$ cat config.mk
export PLATFORM = sky130hd
export DESIGN_NAME = gpio_sect_ctrl
export DESIGN_NICKNAME = d
export VERILOG_FILES = /design/src/rtl/gsc_pkg.sv /design/src/rtl/gsc_sync.sv /design/src/rtl/gsc_section.sv /design/src/rtl/gpio_sect_ctrl.sv
export SDC_FILE = /design/constraint.sdc
export NUM_CORES = 1
export LEC_CHECK = 0
export ABC_AREA = 1
export BUFFER_PORTS_ARGS = -buffer_cell sky130_fd_sc_hd__buf_4
export CORE_MARGIN = 2
export CORE_UTILIZATION = 32
export DETAILED_ROUTE_END_ITERATION = 16
export PLACE_DENSITY = 0.52
export SYNTH_ARGS = -nofsm -noshare
export SYNTH_HDL_FRONTEND = slang
export SYNTH_SLANG_ARGS = --single-unit
$ cat constraint.sdc
create_clock -name clk -period 9 [get_ports clk]
set_input_delay 0.9 -clock clk [delete_from_list [all_inputs] [get_ports clk]]
set_output_delay 0.9 -clock clk [all_outputs]
set_load 0.005 [all_outputs]
$ cat src/rtl/gsc_pkg.sv
package gsc_pkg;
  localparam int unsigned PINS_PER_SEC = 8;
  localparam int unsigned NUM_SEC      = 4;
  localparam int unsigned BUS_DW       = 32;
  localparam int unsigned SYNC_DEPTH   = 2;

  typedef logic [3:0] word_t;

  // Word index within a section window (byte offset / 4)
  localparam word_t WD_MSTAT = 4'h0;
  localparam word_t WD_RAW   = 4'h1;
  localparam word_t WD_MSET  = 4'h2;
  localparam word_t WD_MCLR  = 4'h3;
  localparam word_t WD_DIR   = 4'h4;
  localparam word_t WD_OUT   = 4'h5;
  localparam word_t WD_IN    = 4'h6;
  localparam word_t WD_LVL   = 4'h8;
endpackage

$ cat src/rtl/gsc_sync.sv
module gsc_sync #(
  parameter int unsigned W      = 32,
  parameter int unsigned STAGES = 2
) (
  input  logic         clk,
  input  logic         rst_n,
  input  logic [W-1:0] d,
  output logic [W-1:0] q
);
  logic [W-1:0] stg_q [STAGES];

  always_ff @(posedge clk or negedge rst_n) begin
    if (!rst_n) begin
      for (int i = 0; i < int'(STAGES); i++) stg_q[i] <= '0;
    end else begin
      stg_q[0] <= d;
      for (int i = 1; i < int'(STAGES); i++) stg_q[i] <= stg_q[i-1];
    end
  end

  assign q = stg_q[STAGES-1];
endmodule

$ cat src/rtl/gsc_section.sv
module gsc_section
  import gsc_pkg::*;
#(
  parameter int unsigned W = PINS_PER_SEC
) (
  input  logic         clk,
  input  logic         rst_n,
  input  logic         sel,
  input  logic         we,
  input  word_t        word,
  input  logic [W-1:0] wbyte,
  input  logic [W-1:0] pin_s,
  output logic [W-1:0] rbyte,
  output logic [W-1:0] out_q,
  output logic [W-1:0] oe,
  output logic [W-1:0] mstat
);
  logic [W-1:0] dir_q, dir_d;
  logic [W-1:0] out_d;
  logic [W-1:0] msk_q, msk_d;
  logic [W-1:0] st_q, st_d;
  logic [W-1:0] lvl_q, lvl_d;
  logic [W-1:0] prev_q;
  logic [W-1:0] set_v, clr_v;
  logic         wr;
  logic         dir_en, out_en, msk_en, lvl_en;

  assign wr = sel & we;

  // next-state logic
  always_comb begin
    dir_d  = dir_q;
    out_d  = out_q;
    msk_d  = msk_q;
    lvl_d  = lvl_q;
    dir_en = 1'b0;
    out_en = 1'b0;
    msk_en = 1'b0;
    lvl_en = 1'b0;
    if (wr) begin
      case (word)
        WD_MSET: begin msk_d = msk_q | wbyte;  msk_en = 1'b1; end
        WD_MCLR: begin msk_d = msk_q & ~wbyte; msk_en = 1'b1; end
        WD_DIR:  begin dir_d = wbyte;          dir_en = 1'b1; end
        WD_OUT:  begin out_d = wbyte;          out_en = 1'b1; end
        WD_LVL:  begin lvl_d = wbyte;          lvl_en = 1'b1; end
        default: ;
      endcase
    end
    // event sources: rising edge for edge pins, high level for level pins
    set_v = (pin_s & ~prev_q & ~lvl_q) | (pin_s & lvl_q);
    clr_v = (wr && word == WD_RAW) ? wbyte : '0;
    st_d  = (st_q & ~clr_v) | set_v;
  end

  // registers
  always_ff @(posedge clk or negedge rst_n) begin
    if (!rst_n) begin
      dir_q  <= '1;
      out_q  <= '0;
      msk_q  <= '1;
      lvl_q  <= '0;
      st_q   <= '0;
      prev_q <= '0;
    end else begin
      if (dir_en) dir_q <= dir_d;
      if (out_en) out_q <= out_d;
      if (msk_en) msk_q <= msk_d;
      if (lvl_en) lvl_q <= lvl_d;
      st_q   <= st_d;
      prev_q <= pin_s;
    end
  end

  assign oe    = ~dir_q;
  assign mstat = st_q & ~msk_q;

  // read mux
  always_comb begin
    case (word)
      WD_MSTAT: rbyte = st_q & ~msk_q;
      WD_RAW:   rbyte = st_q;
      WD_MSET:  rbyte = msk_q;
      WD_DIR:   rbyte = dir_q;
      WD_OUT:   rbyte = out_q;
      WD_IN:    rbyte = pin_s;
      WD_LVL:   rbyte = lvl_q;
      default:  rbyte = '0;
    endcase
  end
endmodule

$ cat src/rtl/gpio_sect_ctrl.sv
module gpio_sect_ctrl
  import gsc_pkg::*;
#(
  parameter int unsigned SEC_W    = PINS_PER_SEC,
  parameter int unsigned SECTIONS = NUM_SEC,
  parameter int unsigned DW       = BUS_DW,
  parameter int unsigned SYNC_N   = SYNC_DEPTH,
  localparam int unsigned PINS     = SEC_W * SECTIONS,
  localparam int unsigned SEC_BITS = (SECTIONS > 1) ? $clog2(SECTIONS) : 1,
  localparam int unsigned AW       = SEC_BITS + 6
) (
  input  logic            clk,
  input  logic            rst_n,
  input  logic [AW-1:0]   bus_addr,
  input  logic            bus_we,
  input  logic [DW-1:0]   bus_wdata,
  output logic [DW-1:0]   bus_rdata,
  input  logic [PINS-1:0] pin_in,
  output logic [PINS-1:0] pin_out,
  output logic [PINS-1:0] pin_oe,
  output logic            irq
);
  logic [1:0]          rst_sync_q;
  logic                rst_i_n;
  logic [PINS-1:0]     pin_s;
  logic [PINS-1:0]     mstat_all;
  logic [SEC_W-1:0]    rb [SECTIONS];
  logic [SEC_BITS-1:0] sec_idx;
  word_t               word;
  logic                unused_bits;

  // reset: asserted asynchronously, released on the clock
  always_ff @(posedge clk or negedge rst_n) begin
    if (!rst_n) rst_sync_q <= 2'b00;
    else        rst_sync_q <= {rst_sync_q[0], 1'b1};
  end
  assign rst_i_n = rst_sync_q[1];

  gsc_sync #(.W(PINS), .STAGES(SYNC_N)) u_sync (
    .clk   (clk),
    .rst_n (rst_i_n),
    .d     (pin_in),
    .q     (pin_s)
  );

  assign sec_idx     = bus_addr[AW-1:6];
  assign word        = bus_addr[5:2];
  assign unused_bits = ^{bus_addr[1:0], bus_wdata[DW-1:SEC_W]};

  for (genvar s = 0; s < int'(SECTIONS); s++) begin : g_sec
    gsc_section #(.W(SEC_W)) u_sec (
      .clk   (clk),
      .rst_n (rst_i_n),
      .sel   (sec_idx == SEC_BITS'(s)),
      .we    (bus_we),
      .word  (word),
      .wbyte (bus_wdata[SEC_W-1:0]),
      .pin_s (pin_s[s*SEC_W +: SEC_W]),
      .rbyte (rb[s]),
      .out_q (pin_out[s*SEC_W +: SEC_W]),
      .oe    (pin_oe[s*SEC_W +: SEC_W]),
      .mstat (mstat_all[s*SEC_W +: SEC_W])
    );
  end

  assign bus_rdata = {{(DW-SEC_W){1'b0}}, rb[sec_idx]};
  assign irq       = |mstat_all;
endmodule

==> impl_metrics.tcl, run 1 <==
set metrics [dict create \
    finalSetupTns_ns 0 \
    synth_compound_area_share_pct 9.01 \
    numCtsBuffers 30 \
    core_area_um2 36300 \
    cts_hold_buf 0 \
    cp-start-kind "input pin" \
    dp.cells 1940 \
    die-area_um2 38300 \
    fin_nets 1579 \
    port_buffers 121 \
    end_kind "output pin" \
    die_y_um 196 \
    firstDrtPassIters 6 \
    cts_setup_buffers 0 \
    tightest_slew_ns 1.22 \
    synthTopCellsByCount "372 x nand2_1, 228 x nand3_1, 194 x dfrtp_1" \
    n_antenna_cell 0 \
    clock_latency_ns 0.57 \
    min_path_type "input pin to asynchronous set/reset pin" \
    finalSetupViolations 0 \
    mappedNetlistArea_um2 11700 \
    h-tree-depth 1 \
    path_clk_slew_ns 0.05 \
    dp_hpwl_mm 26.4 \
    clockBufferDepth 3 \
    r2r_setup_slack_ns 6.84 \
    p_leak_nw 6.69 \
    cts_root_buf "clkbuf_16" \
    cts_resized 0 \
    yosys.area_share.simple_pct 26.9 \
    place_ws_ns 4.59 \
    drtAntennaViolNets 0 \
    antenna_found_initial 0 \
    synthArstFlopShare_pct 100 \
    placed_cell_area_um2 12900 \
    io_pins 172 \
    arrival_ns 3.57 \
    grt_pass1_vias 9683 \
    wl_mm 39.1 \
    yosysSeqAreaShare_pct 55.6 \
    vias 9931 \
    grt.overflow.total 0 \
    grt_pass1_wl_mm 59.6 \
    num_rows 70 \
    yosysUniqueCellTypes 25 \
    p_per_area_nw_per_um2 222 \
    yosysTopAreaCellShare_pct 41.3 \
    slew_headroom_pct 18.9 \
    drc 0 \
    grt_max_degree 185 \
    synth-adder-area-share_pct 0 \
    synth.largest_area_cell "dfrtp_1" \
    finalHoldViolations 0 \
    synth-xor-area-share_pct 0 \
    fin_crit_sh_pct 49.7 \
    clock-skew-final_ns 0.0275 \
    grt_util_all_layers_pct 20.6 \
    instances_no_fill 1995 \
    clock_sinks 258 \
    status "finished clean" \
    ys_ff_latch 258 \
    synth_flop_cell "dfrtp_1" \
    synth_edf_count 0 \
    viasPerCell 4.98 \
    synthTopCellsByArea "dfrtp_1 41%, dfstp_2 14%, nand2_1 12%" \
    synth.most_common_cell "nand2_1" \
    timing.final.ws_setup_ns 4.53 \
    place_congestion 0.852 \
    cts_tree "yes" \
    area_growth_pct 18.9 \
    drv_slew 0 \
    synthMuxAreaShare_pct 0 \
    rsz0062_at_grt "no" \
    peakVddDrop_mv 0.155 \
    start_util_pct 32.3 \
    crit_fanout 43 \
    cap_violations 0 \
    r2r_end "g_sec[1].u_sec.lvl_q[3]" \
    wl_per_cell_um 19.6 \
    synth.avg_cell_area_um2 8.28 \
    crit_required_ns 8.10 \
    final_area_um2 14000 \
    synth_top_family_by_area "simple AND/OR/NAND/NOR gates" \
    layout-drive-gt1-share_pct 18.1 \
    fin_crit_ns 4.47 \
    ys_warn_count 0 \
    fmax_mhz 224 \
    die_w_um 196 \
    ff2ff_path_depth 1 \
    r2r-start "rst_sync_q[1]" \
    syn_inst 1419 \
    criticalPathCategory "input pin to output pin" \
    drt_iter0_drc 898 \
    utilization_pct 38.4 \
]
-- cells by family after synthesis --
family / Yosys count
other: 2
AO/OA/AOI/OAI: 208
buffers and inverters: 216
AND/OR/NAND/NOR: 735
flip-flops: 258
-- critical path: stages --
cell and delay, ns:
buf_4 0.17, nor2_4 0.89, buf_4 0.61, nand3_1 0.34, nand2_1 0.15, nor2_1 0.06, nand2_1 0.10, nand3_1 0.08
nand2_1 0.13, buf_4 0.13
-- cell type report --
| cell class | instances | area, um2 |
|---|---|---|
| flip-flops and latches | 258 | 6540 |
| multi-input cells | 968 | 4340 |
| well taps | 468 | 586 |
| inverters | 119 | 447 |
| repair buffers | 127 | 966 |
| fillers | 3720 | 22400 |
| clock buffers | 37 | 838 |
| clock inverters | 18 | 253 |
-- through the flow --
step	power [mW]	hold WS, ns
2_1_floorplan	1.60	0.331
4_1_cts	3.13	0.103
3_3_place_gp	1.78	0.332
5_1_grt	3.23	0.105
3_5_place_dp	1.79	0.335
6_report	3.10	0.130
-- report_power, final --
part / internal [mW] / switching (mW) / total [mW]
registers: 1.31 / 0.104 / 1.41
clock network: 0.830 / 0.499 / 1.33
logic: 0.142 / 0.215 / 0.356
total: 2.28 / 0.818 / 3.10
-- layer usage --
layer  routed length (um)  track usage (%)
met4                 1670             8.74
met2                17500             32.1
met1                17700             29.0
met5                    0                0
met3                 2280             2.47
-- worst max-delay path by stage --
stage,cells after the start,to,start,slack (ns)
final,10,bus_rdata[6],bus_addr[2],4.53
after global routing,10,bus_rdata[6],bus_addr[2],4.43
after CTS,10,bus_rdata[6],bus_addr[2],4.59
after detailed placement,10,bus_rdata[6],bus_addr[2],4.59
after global placement,10,bus_rdata[6],bus_addr[2],4.55
after floorplan,0,g_sec[0].u_sec.lvl_q[0],rst_sync_q[1],1.39
-- layout by cell type (no fill, tap or decap) --
cell type,synthesis,routed
clkinv_1,1,1
nand2_2,7,7
dfstp_2,64,64
clkinv_4,0,2
nor3_4,3,3
a31oi_1,8,8
inv_1,109,109
o22ai_1,6,6
clkbuf_1,15,2
nor3_1,8,8
nor2_1,108,105
dfrtp_4,0,1
clkbuf_8,0,4
nand3_1,228,228
bufinv_16,0,6
clkinv_2,0,8
nand3_2,1,1
clkinvlp_4,0,2
o21ai_1,104,104
inv_2,9,9
nor2_2,3,2
nor2_4,2,6
a21oi_1,11,11
dfrtp_1,194,193
clkbuf_16,0,31
nor3_2,3,3
nand2_1,372,372
buf_4,30,126
buf_12,0,1
conb_1,2,25
o21ai_0,79,79
No activity file was read; power rests on OpenSTA's default activity.
==> inputs of run 2 (changes only) <==
ABC_AREA = 0   (was 1)
PLACE_DENSITY = 0.54   (was 0.52)
clock period = 3.72 ns   (was 9 ns; I/O delays follow)
==> run 2 against run 1 <==
  * Register-to-register slack worse by 4.4 ns
  * First-iteration DRC count is 28% lower
  * Via count fell by 16%
  * Highest routed layer unchanged
==> impl_metrics.tcl, run 2 <==
set metrics [dict create \
    finalSetupTns_ns 0 \
    arrival_ns 2.72 \
    numCtsBuffers 28 \
    fmax_mhz 323 \
    area_growth_pct 21.7 \
    drc 0 \
    ys_ff_latch 258 \
    synth.largest_area_cell "dfrtp_1" \
    end_kind "output pin" \
    drt_iter0_drc 645 \
    place_congestion 0.894 \
    netSwitchingPower_mw 1.87 \
    synth.avg_cell_area_um2 12.0 \
    cts_root_buf "clkbuf_16" \
    grt.overflow.total 0 \
    yosysTopAreaCellShare_pct 41.4 \
    max_stage_delay_ns 0.53 \
    h-tree-depth 1 \
    port_buffers 121 \
    num_rows 70 \
    synth_edf_count 0 \
    worstPathCellList "inv_1 -> a22o_1 -> a221o_1 -> a2111oi_0 -> nand4_1 -> buf_4" \
    layout-drive-gt1-share_pct 32.3 \
    die-area_um2 38200 \
    core_area_um2 36300 \
    drtAntennaViolNets 0 \
    mappedNetlistArea_um2 11700 \
    gr-usage-met3_pct 3.45 \
    tightest_slew_ns 0.838 \
    antenna_found_initial 1 \
    vias 8312 \
    final_cell_mix "193 x dfrtp_1, 143 x buf_4, 89 x mux2_2" \
    p_total_mw 7.09 \
    wl_per_cell_um 22.4 \
    crit_family "compound AO/OA/AOI/OAI gates" \
    fin_crit_sh_pct 83.2 \
    clock-skew-final_ns 0.0210 \
    cts_tree "yes" \
    wl_mm 36.3 \
    clockBufferDepth 3 \
    synth_flop_cell "dfrtp_1" \
    path_clk_slew_ns 0.07 \
    io_pins 172 \
    grt_util_all_layers_pct 19.1 \
    drv_slew 0 \
    min_path_type "input pin to asynchronous set/reset pin" \
    crit_fanout 3 \
    synth.most_common_cell "dfrtp_1" \
    start_util_pct 32.2 \
    synthTopCellsByCount "194 x dfrtp_1, 89 x mux2_2, 84 x nand2_1" \
    ys_warn_count 0 \
    slew_headroom_pct 44.1 \
    fin_nets 1203 \
    dp_hpwl_mm 25.6 \
    use_met2_pct 29.0 \
    p_comb_share_pct 13.8 \
    r2r_setup_slack_ns 2.46 \
    yosysSeqAreaShare_pct 55.8 \
    criticalPathCategory "register to output pin" \
    final_common_cell "dfrtp_1" \
    seqPwrFrac_pct 46.9 \
    gr-usage-met1_pct 27.5 \
    clock_latency_ns 0.56 \
    die_y_um 195 \
    internal-power_mw 5.21 \
    switching_share_pct 26.4 \
    critPathBufInv 2 \
    slowest_stage "dfstp_2" \
    clock_sinks 258 \
    cp-start-kind "register" \
    p_clk_share_pct 39.3 \
    finalSetupViolations 0 \
    p_leak_nw 6.56 \
    finalHoldViolations 0 \
    r2r-start "rst_sync_q[1]" \
    p_per_area_nw_per_um2 497 \
    status "finished clean" \
    grt_pass1_vias 8295 \
    yosysUniqueCellTypes 65 \
    crit_required_ns 3.35 \
    viasPerCell 5.13 \
    rsz0062_at_grt "no" \
    grt_max_degree 72 \
    grt_pass1_wl_mm 55.0 \
    peakVddDrop_mv 0.270 \
    die_w_um 195 \
    top_usage_layer "met2" \
    synthTopCellsByArea "dfrtp_1 41%, dfstp_2 14%, mux2_2 8.6%" \
    r2r_end "g_sec[1].u_sec.dir_q[4]" \
    syn_inst 979 \
    firstDrtPassIters 5 \
    ff2ff_path_depth 1 \
    synthArstFlopShare_pct 100 \
    fin_crit_ns 3.10 \
    cap_violations 0 \
]
run 2: cell count changes in the layout (fill, tap and decap cells not counted), moves of 16 or more:
cell and change:
mux2i_1 +70, nand2_1 -288, dlygate4sd3_1 +33, nand3_1 -222, nor2_1 -87, inv_1 -40, o21ai_0 -58, nor2b_1 +16
buf_4 +17, a22o_1 +43, a22oi_1 +28, nand2b_1 +43, o21ai_1 -104, mux2_2 +89
run 2: worst max path at each step:
stage	startpoint	to	slack, ns	cells past startpoint
2_1_floorplan	rst_sync_q[1]	g_sec[0].u_sec.lvl_q[0]	1.17	0
3_3_place_gp	bus_addr[2]	bus_rdata[6]	0.73	7
3_5_place_dp	bus_addr[2]	bus_rdata[6]	0.75	7
4_1_cts	register	irq	0.56	6
5_1_grt	register	irq	0.55	6
6_report	register	irq	0.62	6
run 2: metrics by stage:
step	setup WS [ns]	std cells	hold slack, ns	util (%)	cell area, um2
floorplan	1.17	1002	0.0764	-	11800
global placement	0.727	1533	0.155	35.8	13000
detailed placement	0.752	1533	0.157	35.8	13000
CTS	0.556	1618	0.133	39.2	14300
global route	0.552	1619	0.145	39.2	14300
finish	0.624	1619	0.146	39.2	14300
run 2: repair_timing:
action                                 in CTS  in global routing
buffers inserted                            0                  0
gates resized for setup                     0                  0
endpoints found under the hold margin      34                  0
hold buffers                               33                  0
run 2: kinds of logic (layout without fill, tap and decap cells):
group	Yosys count	after routing	synth area share, %
muxes	165	165	15.2
other	2	26	0.0641
DFF	258	258	55.8
and+or+nand+nor	215	215	10.1
buffers and inverters	152	300	6.47
AOI/OAI and AO/OA	187	187	12.3
run 2: power groups by stage:
stage	Clock [mW]	Combinational, mW	Sequential (mW)
3_3_place_gp	0	0.936	3.37
5_1_grt	2.95	1.06	3.36
4_1_cts	2.84	0.981	3.32
6_report	2.79	0.980	3.32
2_1_floorplan	0	0.542	3.32
3_5_place_dp	0	0.946	3.37
run 2: cell type report:
type,count,area (um2)
Antenna cell,1,2.50
Fill cell,3518,22100
Timing Repair Buffer,178,1440
Inverter,70,263
Multi-Input combinational cell,592,4510
Sequential cell,258,6540
Tap cell,468,586
Clock inverter,13,133
Clock buffer,39,783
run 2: layer usage:
| metal | up-vias | wire length, um |
|---|---|---|
| met2 | 305 | 15900 |
| met3 | 61 | 2300 |
| met5 | - | 0 |
| met4 | 0 | 1200 |
| met1 | 4218 | 16900 |
| li1 | 3728 | - |
